### config.mk
export PLATFORM = sky130hd
export DESIGN_NAME = unlock_det
export DESIGN_NICKNAME = d
export VERILOG_FILES = /design/src/rtl/unlock_det_pkg.sv /design/src/rtl/ud_width_meter.sv /design/src/rtl/ud_tick_gen.sv /design/src/rtl/ud_hold.sv /design/src/rtl/unlock_det.sv
export SDC_FILE = /design/constraint.sdc
export NUM_CORES = 1
export LEC_CHECK = 0
export BUFFER_PORTS_ARGS = -buffer_cell sky130_fd_sc_hd__buf_2
export CORE_MARGIN = 4
export CORE_UTILIZATION = 35
export DETAILED_ROUTE_END_ITERATION = 8
export PLACE_DENSITY_LB_ADDON = 0.12
export REMOVE_ABC_BUFFERS = 1
export SLEW_MARGIN = 30
export SYNTH_ARGS = -nofsm -noshare
export SYNTH_HDL_FRONTEND = slang
export SYNTH_SLANG_ARGS = --single-unit
### constraint.sdc
create_clock -name clk_i -period 4.45 [get_ports clk_i]
set_input_delay 0.89 -clock clk_i [delete_from_list [all_inputs] [get_ports clk_i]]
set_output_delay 0.89 -clock clk_i [all_outputs]
set_load 0.01 [all_outputs]
### src/rtl/unlock_det_pkg.sv
package unlock_det_pkg;

  typedef enum logic [1:0] {
    UD_OFF    = 2'b00,
    UD_PASS   = 2'b01,
    UD_WIDE   = 2'b10,
    UD_WIDE_B = 2'b11
  } ud_mode_e;

  function automatic logic ud_is_wide(input ud_mode_e m);
    return m[1];
  endfunction

endpackage

### src/rtl/ud_width_meter.sv
// Counts consecutive high samples of the error pulse, saturating at LIMIT.
module ud_width_meter #(
  parameter int LIMIT = 667
) (
  input  logic clk_i,
  input  logic rst_ni,
  input  logic clr_i,
  input  logic err_i,
  output logic over_o
);
  localparam int CW = $clog2(LIMIT + 1);
  localparam logic [CW-1:0] LIM = CW'(LIMIT);

  logic [CW-1:0] cnt_q;

  always_ff @(posedge clk_i or negedge rst_ni) begin
    if (!rst_ni)                cnt_q <= '0;
    else if (clr_i || !err_i)   cnt_q <= '0;
    else if (cnt_q != LIM)      cnt_q <= cnt_q + 1'b1;
  end

  // cnt_q holds earlier high samples; this sample is number LIMIT+1 or later
  assign over_o = err_i && !clr_i && (cnt_q == LIM);

endmodule

### src/rtl/ud_tick_gen.sv
module ud_tick_gen #(
  parameter int PERIOD = 100000
) (
  input  logic clk_i,
  input  logic rst_ni,
  output logic tick_o
);
  localparam int CW = (PERIOD > 2) ? $clog2(PERIOD) : 1;
  localparam logic [CW-1:0] LAST = CW'(PERIOD - 1);

  logic [CW-1:0] cnt_q;

  always_ff @(posedge clk_i or negedge rst_ni) begin
    if (!rst_ni)            cnt_q <= '0;
    else if (cnt_q == LAST) cnt_q <= '0;
    else                    cnt_q <= cnt_q + 1'b1;
  end

  assign tick_o = (cnt_q == LAST);

endmodule

### src/rtl/ud_hold.sv
// Holds the unlock flag until HOLD_TICKS ticks pass with no new qualifying error.
module ud_hold #(
  parameter int HOLD_TICKS = 2
) (
  input  logic clk_i,
  input  logic rst_ni,
  input  logic clr_i,
  input  logic set_i,
  input  logic tick_i,
  output logic hold_o
);
  localparam int SW = $clog2(HOLD_TICKS + 1);
  localparam logic [SW-1:0] LAST = SW'(HOLD_TICKS - 1);

  logic          hold_q;
  logic [SW-1:0] seen_q;

  always_ff @(posedge clk_i or negedge rst_ni) begin
    if (!rst_ni) begin
      hold_q <= 1'b0;
      seen_q <= '0;
    end else if (clr_i) begin
      hold_q <= 1'b0;
      seen_q <= '0;
    end else if (set_i) begin
      hold_q <= 1'b1;
      seen_q <= '0;
    end else if (hold_q && tick_i) begin
      if (seen_q == LAST) begin
        hold_q <= 1'b0;
        seen_q <= '0;
      end else begin
        seen_q <= seen_q + 1'b1;
      end
    end
  end

  assign hold_o = hold_q;

endmodule

### src/rtl/unlock_det.sv
module unlock_det
  import unlock_det_pkg::*;
#(
  parameter int WIDE_TICKS = 667,
  parameter int MS_TICKS   = 100000,
  parameter int HOLD_TICKS = 2
) (
  input  logic       clk_i,
  input  logic       rst_ni,
  input  logic       perr_i,
  input  logic [1:0] mode_i,
  output logic       unlock_o,
  output logic       active_o,
  output logic       lock_bit_o
);
  ud_mode_e mode;
  logic     wide_en;
  logic     qual_err;
  logic     ms_tick;
  logic     hold;

  assign mode    = ud_mode_e'(mode_i);
  assign wide_en = ud_is_wide(mode);

  ud_width_meter #(.LIMIT(WIDE_TICKS)) u_meter (
    .clk_i (clk_i),
    .rst_ni(rst_ni),
    .clr_i (!wide_en),
    .err_i (perr_i),
    .over_o(qual_err)
  );

  ud_tick_gen #(.PERIOD(MS_TICKS)) u_tick (
    .clk_i (clk_i),
    .rst_ni(rst_ni),
    .tick_o(ms_tick)
  );

  ud_hold #(.HOLD_TICKS(HOLD_TICKS)) u_hold (
    .clk_i (clk_i),
    .rst_ni(rst_ni),
    .clr_i (!wide_en),
    .set_i (qual_err),
    .tick_i(ms_tick),
    .hold_o(hold)
  );

  always_comb begin
    unique case (mode)
      UD_OFF:  unlock_o = 1'b0;
      UD_PASS: unlock_o = perr_i && rst_ni;
      default: unlock_o = hold;
    endcase
  end

  assign active_o   = (mode != UD_OFF);
  assign lock_bit_o = !unlock_o;

endmodule

==> flow_summary.rst, run 1 <==
.. list-table::
   :header-rows: 1

   * - Metric
     - Value
   * - Number of unique standard cell types used by synthesis
     - 36
   * - Register bit count reported by yosys
     - 30
   * - Via count of the first global-routing pass
     - 1065
   * - Vias
     - approximately 1000
   * - Synth-to-layout area growth
     - 12.7%
   * - Antenna viol nets, final
     - 0
   * - Clock buffer depth
     - 2
   * - DIE HEIGHT
     - 72.9 um
   * - Insertion delay of the later-clocked pin in the worst-skew pair
     - between 200 and 300 ps
   * - Ratio of cells with drive above 1 in the final layout
     - 14.4%
   * - Path category of the worst min-delay check
     - reg2reg
   * - Unrepaired setup endpoints after global routing
     - no
   * - Upper clock frequency limit
     - about 0.37 GHz
   * - Global route total overflow
     - 0
   * - Count of maximum capacitance violations
     - 0
   * - Total global-route track usage
     - approximately 12%
   * - Startpoint of the lowest-slack register-to-register path
     - u_tick.cnt_q[0]$_DFF_PN0_
   * - Category of the worst setup path launch point
     - input port
   * - Crit path launch
     - rst_ni
   * - Share of flip-flops with an asynchronous set or reset after synthesis
     - 100%
   * - DIE AREA
     - between 5000 and 6000 um2
   * - CTS Root Cell
     - sky130_fd_sc_hd__clkbuf_8
   * - Placed wire-length estimate
     - around 1900 um
   * - Crit-path max FO
     - 31
   * - Cell area power density
     - ~300 nW/um2
   * - Cts hold-fix bufs
     - 0
   * - Post-place setup slack
     - between 1500 and 2000 ps
   * - Post-Synthesis Cell Area
     - 1470 um2
   * - Routability cong.
     - approximately 0.73
   * - Main area contributors after synthesis
     - sky130_fd_sc_hd__dfrtp_1 (51%), sky130_fd_sc_hd__xnor2_1 (5.9%), sky130_fd_sc_hd__xor2_1 (5.3%)
   * - CTS H-Tree Depth
     - 2
   * - Detail-routed via count per cell
     - about 5.2
   * - Status
     - finished, final reports clean
   * - Top cell type by total area after synthesis
     - sky130_fd_sc_hd__dfrtp_1
   * - Setup slack of the critical path after layout
     - between 1500 and 2000 ps
   * - CTS tree
     - yes
   * - Final instance count without filler cells
     - 203
   * - Placed Cells incl. Taps
     - around 200
   * - Peak supply drop
     - 0.000175 V
   * - Post-layout net count
     - about 160
   * - Area share of the largest cell type after synthesis
     - 50.9%
   * - Row Count
     - 23
   * - Initial antenna violation count
     - 0
   * - Final Max Slew Viols
     - 0
   * - Static leakage
     - a little over 0.7 nW
   * - Startpoint of the lowest-slack hold path
     - u_tick.cnt_q[14]$_DFF_PN0_
   * - CP Class
     - in2out
   * - Min Tclk post-route
     - between 2000 and 3000 ps
   * - Total Routed Length
     - ~2700 um
   * - Post-detailed-placement cell area
     - around 1600 um2
   * - Slew HR
     - between 60% and 70%
   * - Area of the multi-input gates
     - 688 um2
   * - Pin count of the biggest net entering global routing
     - 32
   * - Wire length of the first global-routing pass
     - 4900 um
   * - Number of hold-slack violations in the final timing report
     - 0
   * - Total of fill cells in the finished design
     - slightly below 400
   * - Worst Clk Skew
     - roughly 7 ps
   * - Sinks on Clock Net
     - 30
   * - Starting density of the core
     - 36.6%
   * - DR WL/cell
     - ~13 um
   * - Required time worst endpoint
     - 3560 ps
   * - Worst Tran Pin Value
     - 530 ps
   * - Post-CTS resize count
     - 0
   * - Number of buffers created by CTS
     - 5
   * - Total number of yosys warnings
     - 0
   * - Average cell area after synthesis
     - 10.6 um2
   * - Most instantiated flip-flop cell in the synthesis netlist
     - sky130_fd_sc_hd__dfrtp_1
   * - FF/Latch Area
     - ~750 um2
   * - Final setup TNS
     - 0 ps
   * - Number of buffer cells added on primary ports
     - 7
   * - Critical Path End Type
     - output port
   * - WP data arrival
     - around 1800 ps
   * - Register area share after synthesis
     - 50.9%
   * - Final Hold Slack
     - between 400 and 500 ps
   * - Total setup buffers inserted after CTS
     - 0
   * - First-pass detailed-route iteration total
     - 4
   * - Number of enable flip-flop cells after synthesis
     - 0
   * - Total non-filler cell area in the finished layout
     - ~1700 um2
   * - I/O pin count
     - 8
   * - Number of inserted diodes
     - 0
   * - Number of remaining DRC errors
     - 0
   * - Setup-failing EPs final
     - 0
   * - First-iteration detailed-routing DRC count
     - 34
   * - Die width
     - about 73 um
   * - Core ar.
     - approximately 4000 um2
   * - Number of cells produced by synthesis
     - between 100 and 150
   * - Period utilisation layout
     - ~60%
   * - Worst-path clk slew
     - 60 ps
-- final cells by class --
type	count	share of cell area, %
well taps	50	3.77
repair buffers	8	2.56
flip-flops and latches	30	45.2
clock buffers	7	5.20
multi-input cells	100	41.4
inverters	7	1.58
clock inverters	1	0.301
-- worst paths after layout --
path / to / slack [ps] / cells after the start
hold / removal: u_tick.cnt_q[14]$_DFF_PN0_ / 490 / 1
max in group asynchronous: u_tick.cnt_q[8]$_DFF_PN0_ / 3550 / 2
setup reg to reg: u_hold.hold_o$_DFFE_PN0P_ / 2560 / 5
min in group asynchronous: u_meter.cnt_q[3]$_DFFE_PN0N_ / 610 / 2
setup / recovery: unlock_o / 1760 / 6
hold reg to reg: u_tick.cnt_q[14]$_DFF_PN0_ / 490 / 1
-- power breakdown --
| group | switching [mW] | leakage [nW] | internal, mW |
|---|---|---|---|
| Sequential | 0.000961 | 0.404 | 0.274 |
| Combinational | 0.0100 | 0.257 | 0.00453 |
| Clock | 0.0969 | 0.0482 | 0.124 |
| Total | 0.108 | 0.709 | 0.403 |
-- cell families after synthesis --
family,count (synthesis),share of synthesized area (%)
AOI/OAI and AO/OA,13,5.86
adders and majority gates,2,1.70
buffers and inverters,9,2.38
DFF,30,50.9
muxes,2,1.36
and+or+nand+nor,64,26.5
xor gates and xnor gates,19,11.3
-- synthesized netlist by cell type (2+ instances only) --
cell,count
sky130_fd_sc_hd__o22ai_1,2
sky130_fd_sc_hd__a21oi_1,2
sky130_fd_sc_hd__nor3_1,4
sky130_fd_sc_hd__o41ai_1,2
sky130_fd_sc_hd__o21ai_0,3
sky130_fd_sc_hd__nor4_1,2
sky130_fd_sc_hd__and3_1,2
sky130_fd_sc_hd__nand4bb_1,2
sky130_fd_sc_hd__o311ai_1,2
sky130_fd_sc_hd__nand2_1,7
sky130_fd_sc_hd__ha_1,2
sky130_fd_sc_hd__or3_1,3
sky130_fd_sc_hd__nor2_1,18
sky130_fd_sc_hd__xor2_1,9
sky130_fd_sc_hd__nand4b_1,2
sky130_fd_sc_hd__nand4_1,5
sky130_fd_sc_hd__xnor2_1,10
sky130_fd_sc_hd__mux2i_1,2
sky130_fd_sc_hd__dfrtp_1,30
sky130_fd_sc_hd__and2_1,2
sky130_fd_sc_hd__inv_1,7
sky130_fd_sc_hd__nand3_1,7
-- sequential cells by signal (all words and copies together) (netlist names) --
register / cells
u_hold.seen_q: 2
u_hold.hold_o: 1
u_tick.cnt_q: 17
u_meter.cnt_q: 10
-- stage by stage --
step	total power, mW	utilization [%]
after floorplan	0.284	-
after global placement	0.295	39.0
after detailed placement	0.295	39.0
after CTS	0.520	41.2
after global routing	0.538	41.2
final	0.510	41.2
-- metal layers --
layer,track usage (%),part of all wire [%],vias up
met5,0,0,-
met4,5.53,2.7,0
met3,4.27,3.5,7
met2,19.4,48,10
met1,15.0,46,508
li1,-,-,522
-- worst max-delay path, cell delays in order --
cell                       delay, ps
sky130_fd_sc_hd__buf_2            80
sky130_fd_sc_hd__buf_4           340
sky130_fd_sc_hd__nand4b_1        130
sky130_fd_sc_hd__and2_1          180
sky130_fd_sc_hd__inv_1            40
sky130_fd_sc_hd__buf_2           120
-- cell usage in the layout, fill, tap and decap left out, drive strengths merged, types with 4 or more instances in the layout --
cell	instances
nand2	7
dfrtp	30
xnor2	10
clkbuf	7
nor4	4
nor2	18
xor2	9
nor3	4
inv	7
buf	8
nand3	7
nand4	5
(Power assumes the default switching activity.)
==> run 2: changes to the inputs <==
- clock period: 4.45 -> 2.8 ns (I/O delays scaled with it)
==> run 2 against run 1 <==
Compared with the run above: first-iteration DRC count is 12% lower; register-to-register slack lost 1600 ps; combinational power increased by 63%; core utilization shrank 0.37 points; worst setup slack lost 780 ps; sequential share of layout area grew 0.41 points; clock power is 45% higher; critical path depth decreased by 1; flip-flop and latch count unchanged; via count grew 2.5%.
==> flow_summary.rst, run 2 (synthesis results as in run 1) <==
.. list-table::
   :header-rows: 1

   * - Metric
     - Value
   * - Number of flip-flops under the largest register name
     - 17 (unchanged)
   * - Part of the total power dissipated in the clock network
     - 41.0% (was 43.4%)
   * - Synth-to-layout area growth
     - 11.7% (was 12.7%)
   * - Unrepaired setup endpoints after global routing
     - no (unchanged)
   * - Crit-path max FO
     - 4 (was 31)
   * - Final Max Slew Viols
     - 0 (unchanged)
   * - Total global-route track usage
     - 12.1% (was 12.3%)
   * - Number of remaining DRC errors
     - 0 (unchanged)
   * - Global route total overflow
     - 0 (unchanged)
   * - Placed wire-length estimate
     - 1970 um (was 1860 um)
   * - CTS tree
     - yes (unchanged)
   * - Via count of the first global-routing pass
     - 1055 (was 1065)
   * - Most used cells in the layout excluding fill and tap cells
     - sky130_fd_sc_hd__dfrtp_1 (30), sky130_fd_sc_hd__nor2_1 (18), sky130_fd_sc_hd__xnor2_1 (10) (unchanged)
   * - I/O pin count
     - 8 (unchanged)
   * - Setup-failing EPs final
     - 0 (unchanged)
   * - Share of total power in sequential cells
     - 56.0% (was 53.8%)
   * - Count of maximum capacitance violations
     - 0 (unchanged)
   * - Wire length of the first global-routing pass
     - 4790 um (was 4900 um)
   * - Switching portion of total power
     - 21.4% (was 21.1%)
   * - Total Routed Length
     - 2790 um (was 2650 um)
   * - Switching power summed over all nets
     - 167 uW (was 108 uW)
   * - Row Count
     - 23 (unchanged)
   * - Register name with the most flops
     - u_tick.cnt_q (unchanged)
   * - Reg2reg setup slack
     - 990 ps (was 2560 ps)
   * - Most common cell after layout, fill and taps aside
     - sky130_fd_sc_hd__dfrtp_1 (unchanged)
   * - Pin count of the biggest net entering global routing
     - 31 (was 32)
   * - Number of inserted diodes
     - 0 (unchanged)
   * - Required time worst endpoint
     - 2960 ps (was 3560 ps)
   * - Detail-routed via count per cell
     - 5.31 (was 5.16)
   * - Power after layout
     - 780 uW (was 510 uW)
   * - Status
     - finished, final reports clean (unchanged)
   * - Post-layout net count
     - 159 (unchanged)
   * - Period utilisation layout
     - 64.7%
   * - DR WL/cell
     - 13.8 um (was 13.1 um)
   * - Vias
     - 1073 (was 1047)
   * - Sinks on Clock Net
     - 30 (unchanged)
   * - Peak supply drop
     - 0.000264 V (was 0.000175 V)
   * - Number of hold-slack violations in the final timing report
     - 0 (unchanged)
   * - Cts hold-fix bufs
     - 0 (unchanged)
   * - First-pass detailed-route iteration total
     - 4 (unchanged)
   * - Static leakage
     - 0.699 nW (was 0.709 nW)
   * - Combinational share of power
     - 3.0% (was 2.8%)
   * - Antenna viol nets, final
     - 0 (unchanged)
   * - Die width
     - 72.9 um (unchanged)
   * - DIE AREA
     - 5310 um2 (unchanged)
   * - Cell area power density
     - 474 nW/um2 (was 307 nW/um2)
   * - Path category of the worst min-delay check
     - in2async (was reg2reg)
   * - Registers with the most flip-flops
     - u_tick.cnt_q: 17 flops, u_meter.cnt_q: 10 flops, u_hold.seen_q: 2 flops (unchanged)
   * - Final setup TNS
     - 0 ps (unchanged)
   * - Routability cong.
     - 0.798 (was 0.732)
   * - Number of buffer cells added on primary ports
     - 7 (unchanged)
   * - Initial antenna violation count
     - 0 (unchanged)
   * - Insertion delay of the later-clocked pin in the worst-skew pair
     - 280 ps (about the same)
   * - CP Class
     - reg2reg (was in2out)
   * - Starting density of the core
     - 36.6% (unchanged)
   * - Min Tclk post-route
     - around 1800 ps
   * - Category of the worst setup path launch point
     - register (was input port)
   * - Slew HR
     - 65.5% (was 64.4%)
   * - Upper clock frequency limit
     - around 0.55 GHz
   * - Post-CTS resize count
     - 0 (unchanged)
   * - Final Hold Slack
     - 319 ps (was 494 ps)
   * - First-iteration detailed-routing DRC count
     - 30 (was 34)
   * - Number of buffers created by CTS
     - 5 (unchanged)
   * - Worst Clk Skew
     - 8.17 ps (was 7.11 ps)
   * - Ratio of cells with drive above 1 in the final layout
     - 13.2% (was 14.4%)
   * - Critical Path End Type
     - register (was output port)
   * - Core ar.
     - 4030 um2 (unchanged)
   * - Cell-internal power
     - 613 uW (was 403 uW)
   * - CTS H-Tree Depth
     - 2 (unchanged)
   * - CTS Root Cell
     - sky130_fd_sc_hd__clkbuf_8 (unchanged)
   * - DIE HEIGHT
     - 72.9 um (unchanged)
   * - Clock buffer depth
     - 2 (unchanged)
   * - Worst Tran Pin Value
     - 514 ps (was 530 ps)
   * - WP data arrival
     - 1970 ps (was 1800 ps)
   * - Worst-path clk slew
     - 60 ps (about the same)
   * - Total of fill cells in the finished design
     - 412 (was 389)
   * - Total setup buffers inserted after CTS
     - 0 (unchanged)
[run 2: changes by cell type in the layout (fill, tap and decap cells not counted)]
| cell | previous run | this run |
|---|---|---|
| sky130_fd_sc_hd__clkinv_2 | 1 | 0 |
| sky130_fd_sc_hd__clkbuf_1 | 1 | 2 |
| sky130_fd_sc_hd__clkbuf_8 | 6 | 5 |
[run 2: worst paths after layout]
check                      depth (start not counted)                       from                           end
setup / recovery                                   5  u_tick.cnt_q[0]$_DFF_PN0_     u_hold.hold_o$_DFFE_PN0P_
hold / removal                                     2                     rst_ni  u_meter.cnt_q[3]$_DFFE_PN0N_
setup reg to reg                                   5  u_tick.cnt_q[0]$_DFF_PN0_     u_hold.hold_o$_DFFE_PN0P_
hold reg to reg                                    1  u_tick.cnt_q[0]$_DFF_PN0_     u_tick.cnt_q[0]$_DFF_PN0_
max in group asynchronous                          2                     rst_ni    u_tick.cnt_q[12]$_DFF_PN0_
min in group clk_i                                 1  u_tick.cnt_q[0]$_DFF_PN0_     u_tick.cnt_q[0]$_DFF_PN0_
[run 2: final cells by class]
class	count	area [um2]	share of cell area, %
tap	50	62.6	3.80
timing repair buffer	8	42.5	2.58
inverter	7	26.3	1.60
clock buffer	7	76.3	4.64
sequential	30	751	45.6
multi-input combinational	100	688	41.8
[run 2: worst max-delay path, stage by stage (launching register included)]
cell,delay (ps)
sky130_fd_sc_hd__dfrtp_1,380
sky130_fd_sc_hd__ha_1,230
sky130_fd_sc_hd__nand4_1,240
sky130_fd_sc_hd__or4_4,580
sky130_fd_sc_hd__nor3b_2,160
sky130_fd_sc_hd__o22ai_1,90
[run 2: per-stage QoR]
| stage | instance area [um2] | cells | worst slack, ps | utilization [%] |
|---|---|---|---|---|
| after floorplan | 1470 | 137 | 1060 | - |
| after global placement | 1570 | 195 | 1010 | 39.0 |
| after detailed placement | 1570 | 195 | 983 | 39.0 |
| after CTS | 1650 | 202 | 985 | 40.9 |
| after global routing | 1650 | 202 | 793 | 40.9 |
| final | 1650 | 202 | 988 | 40.9 |
[run 2: power groups by stage]
| stage | Combinational, mW | Sequential (mW) | Clock (mW) |
|---|---|---|---|
| after floorplan | 0.00746 | 0.444 | 0 |
| after global placement | 0.0246 | 0.444 | 0 |
| after detailed placement | 0.0249 | 0.444 | 0 |
| after CTS | 0.0252 | 0.436 | 0.333 |
| after global routing | 0.0279 | 0.436 | 0.354 |
| final | 0.0237 | 0.436 | 0.320 |
[run 2: routing by layer]
metal / vias up / global-route usage (%) / share of wire (%)
li1: 521 / - / -
met1: 536 / 14.9 / 46
met2: 10 / 18.7 / 49
met3: 6 / 3.86 / 3.2
met4: 0 / 6.97 / 2.2
met5: - / 0 / 0
==> run 3: changes to the inputs <==
- clock period: 2.8 -> 1.7 ns (I/O delays scaled with it)
==> run 3 against run 2 <==
Compared with the run above: critical endpoint unchanged; the run now ends with setup timing left; die area did not move; non-clock buffer count rose by 16; highest routed layer unchanged; final cell count rose by 7.9%; register-to-register slack got worse by 1100 ps.
==> flow_summary.rst, run 3 (synthesis results as in run 1) <==
.. list-table::
   :header-rows: 1

   * - Metric
     - Value
   * - CTS tree
     - yes (unchanged)
   * - Slowest stage cell on the critical path
     - sky130_fd_sc_hd__or4b_4 (was sky130_fd_sc_hd__or4_4)
   * - Core ar.
     - 4030 um2 (unchanged)
   * - Number of hold-slack violations in the final timing report
     - 0 (unchanged)
   * - Critical Path Max Stage Delay
     - 550 ps (was 580 ps)
   * - Count of maximum capacitance violations
     - 0 (unchanged)
   * - Number of inserted diodes
     - 0 (unchanged)
   * - Register name with the most flops
     - u_tick.cnt_q (unchanged)
   * - Die width
     - 72.9 um (unchanged)
   * - Number of remaining DRC errors
     - 0 (unchanged)
   * - Number of buffers created by CTS
     - 5 (unchanged)
   * - Cell area power density
     - 720 nW/um2 (was 474 nW/um2)
   * - CTS Root Cell
     - sky130_fd_sc_hd__clkbuf_8 (unchanged)
   * - Switching portion of total power
     - 21.0% (was 21.4%)
   * - Setup-failing EPs final
     - 3 (was 0)
   * - Insertion delay of the later-clocked pin in the worst-skew pair
     - 270 ps (was 280 ps)
   * - CTS H-Tree Depth
     - 2 (unchanged)
   * - Detail-routed via count per cell
     - 5.11 (was 5.31)
   * - Final Hold Slack
     - 111 ps (was 319 ps)
   * - Total global-route track usage
     - 13.0% (was 12.1%)
   * - Slew HR
     - 73.5% (was 65.5%)
   * - Vias
     - 1113 (was 1073)
   * - First-iteration detailed-routing DRC count
     - 50 (was 30)
   * - Chain of cells forming the critical path
     - or4b_4 -> or4_4 -> nor3b_2 -> o22ai_1 (was ha_1 -> nand4_1 -> or4_4 -> nor3b_2 -> o22ai_1)
   * - Worst Tran Pin Value
     - 396 ps (was 514 ps)
   * - I/O pin count
     - 8 (unchanged)
   * - Worst Clk Skew
     - 4.85 ps (was 8.17 ps)
   * - Total Routed Length
     - 2900 um (was 2790 um)
   * - DIE HEIGHT
     - 72.9 um (unchanged)
   * - Status
     - complete, but fails checks (was finished, final reports clean)
   * - Ratio of cells with drive above 1 in the final layout
     - 22.6% (was 13.2%)
   * - Period utilisation layout
     - 104% (was 64.7%)
   * - Worst-path clk slew
     - 60 ps (about the same)
   * - WP data arrival
     - 1910 ps (was 1970 ps)
   * - Clock buffer depth
     - 2 (unchanged)
   * - Global route total overflow
     - 0 (unchanged)
   * - Initial antenna violation count
     - 0 (unchanged)
   * - Total non-filler cell area in the finished layout
     - 1780 um2 (was 1650 um2)
   * - Peak supply drop
     - 0.000488 V (was 0.000264 V)
   * - Upper clock frequency limit
     - 0.566 GHz (was 0.552 GHz)
   * - Starting density of the core
     - 36.6% (unchanged)
   * - Pin count of the biggest net entering global routing
     - 31 (unchanged)
   * - Post-place setup slack
     - -98.3 ps (was 983 ps)
   * - Synth-to-layout area growth
     - 20.5% (was 11.7%)
   * - CP Class
     - reg2reg (unchanged)
   * - Sinks on Clock Net
     - 30 (unchanged)
   * - Routability cong.
     - 0.809 (was 0.798)
   * - DR WL/cell
     - 13.3 um (was 13.8 um)
   * - Row Count
     - 23 (unchanged)
   * - Registers with the most flip-flops
     - u_tick.cnt_q: 17 flops, u_meter.cnt_q: 10 flops, u_hold.seen_q: 2 flops (unchanged)
   * - Wire length of the first global-routing pass
     - 5130 um (was 4790 um)
   * - Min Tclk post-route
     - 1770 ps (was 1810 ps)
   * - Post-layout net count
     - 175 (was 159)
   * - Via count of the first global-routing pass
     - 1144 (was 1055)
   * - Required time worst endpoint
     - 1850 ps (was 2960 ps)
   * - Post-detailed-placement cell area
     - 1680 um2 (was 1570 um2)
   * - Most common cell after layout, fill and taps aside
     - sky130_fd_sc_hd__dfrtp_1 (unchanged)
   * - Cell-internal power
     - 1.01 mW (was 613 uW)
   * - Share of total power in sequential cells
     - 56.1% (was 56.0%)
   * - Antenna viol nets, final
     - 0 (unchanged)
   * - Category of the worst setup path launch point
     - register (unchanged)
   * - Path category of the worst min-delay check
     - in2async (unchanged)
   * - Unrepaired setup endpoints after global routing
     - yes (was no)
   * - Part of the total power dissipated in the clock network
     - 40.6% (was 41.0%)
   * - Static leakage
     - 0.777 nW (was 0.699 nW)
   * - Final Max Slew Viols
     - 0 (unchanged)
   * - Logic depth of the worst register-to-register path
     - 4 (was 5)
   * - Placed wire-length estimate
     - 2110 um (was 1970 um)
   * - DIE AREA
     - 5310 um2 (unchanged)
   * - Final Util
     - 44.1% (was 40.9%)
   * - Number of flip-flops under the largest register name
     - 17 (unchanged)
   * - Crit-path max FO
     - 4 (unchanged)
   * - Setup slack of the critical path after layout
     - -67.5 ps (was 988 ps)
   * - Combinational share of power
     - 3.3% (was 3.0%)
   * - Critical Path End Type
     - register (unchanged)
   * - Most used cells in the layout excluding fill and tap cells
     - sky130_fd_sc_hd__dfrtp_1 (30), sky130_fd_sc_hd__nor2_1 (18), sky130_fd_sc_hd__buf_4 (17) (was sky130_fd_sc_hd__dfrtp_1 (30), sky130_fd_sc_hd__nor2_1 (18), sky130_fd_sc_hd__xnor2_1 (10))
   * - Number of buffer cells added on primary ports
     - 7 (unchanged)
   * - Failing checks
     - setup timing
   * - Switching power summed over all nets
     - 268 uW (was 167 uW)
   * - Final setup TNS
     - -123 ps (was 0 ps)
   * - First-pass detailed-route iteration total
     - 4 (unchanged)
run 3: cell count changes in the layout (fill, tap and decap cells not counted):
cell                     previous run  this run
sky130_fd_sc_hd__buf_4              1        17
sky130_fd_sc_hd__or3_1              3         2
sky130_fd_sc_hd__and3_1             2         1
sky130_fd_sc_hd__or3_4              0         1
sky130_fd_sc_hd__and3_4             0         1
run 3: cell type report:
cell class	instances	area [um2]
Inverter	7	26.3
Multi-Input combinational cell	100	698
Fill cell	387	2250
Tap cell	50	62.6
Clock buffer	7	76.3
Timing Repair Buffer	24	163
Sequential cell	30	751
run 3: per-stage QoR:
step | power (mW) | instances
floorplan | 0.744 | 137
global placement | 0.774 | 210
detailed placement | 0.775 | 210
CTS | 1.31 | 217
global route | 1.36 | 218
finish | 1.28 | 218
run 3: final timing paths:
| kind | start | end | slack [ps] |
|---|---|---|---|
| worst max-delay path | u_tick.cnt_q[12]$_DFF_PN0_ | u_hold.hold_o$_DFFE_PN0P_ | -70 |
| worst min-delay path | rst_ni | u_meter.cnt_q[1]$_DFFE_PN0N_ | 110 |
| worst max register to register | u_tick.cnt_q[12]$_DFF_PN0_ | u_hold.hold_o$_DFFE_PN0P_ | -70 |
| worst min register to register | u_tick.cnt_q[14]$_DFF_PN0_ | u_tick.cnt_q[14]$_DFF_PN0_ | 480 |
| max in group asynchronous | rst_ni | u_tick.cnt_q[14]$_DFF_PN0_ | 1310 |
| min in group clk_i | mode_i[1] | u_hold.seen_q[0]$_DFFE_PN0P_ | 340 |
run 3: worst max-delay path, delay by kind of cell, from the launching register on:
kind,cells,cell delay [ps]
DFF,1,370
and+or+nand+nor,3,1180
AOI/OAI and AO/OA,1,90
run 3: routing by layer:
metal	track usage [%]	part of all wire [%]	up-vias
li1	-	-	554
met1	15.0	45	538
met2	20.5	49	17
met3	5.79	4.0	4
met4	6.15	1.1	0
met5	0	0	-
run 3: what timing repair did:
item | CTS | global route
gates resized for setup | 0 | 2
endpoints found under the setup margin | 3 | 6
buffers inserted | 0 | 1
pin swaps | 0 | 0
hold buffers | 0 | 0
run 3: power by group through the flow:
| stage | Clock [mW] | Combinational, mW | Sequential [mW] |
|---|---|---|---|
| 3_3_place_gp | 0 | 0.0429 | 0.731 |
| 5_1_grt | 0.594 | 0.0498 | 0.718 |
| 6_report | 0.519 | 0.0421 | 0.718 |
| 2_1_floorplan | 0 | 0.0123 | 0.731 |
| 4_1_cts | 0.549 | 0.0446 | 0.718 |
| 3_5_place_dp | 0 | 0.0443 | 0.731 |
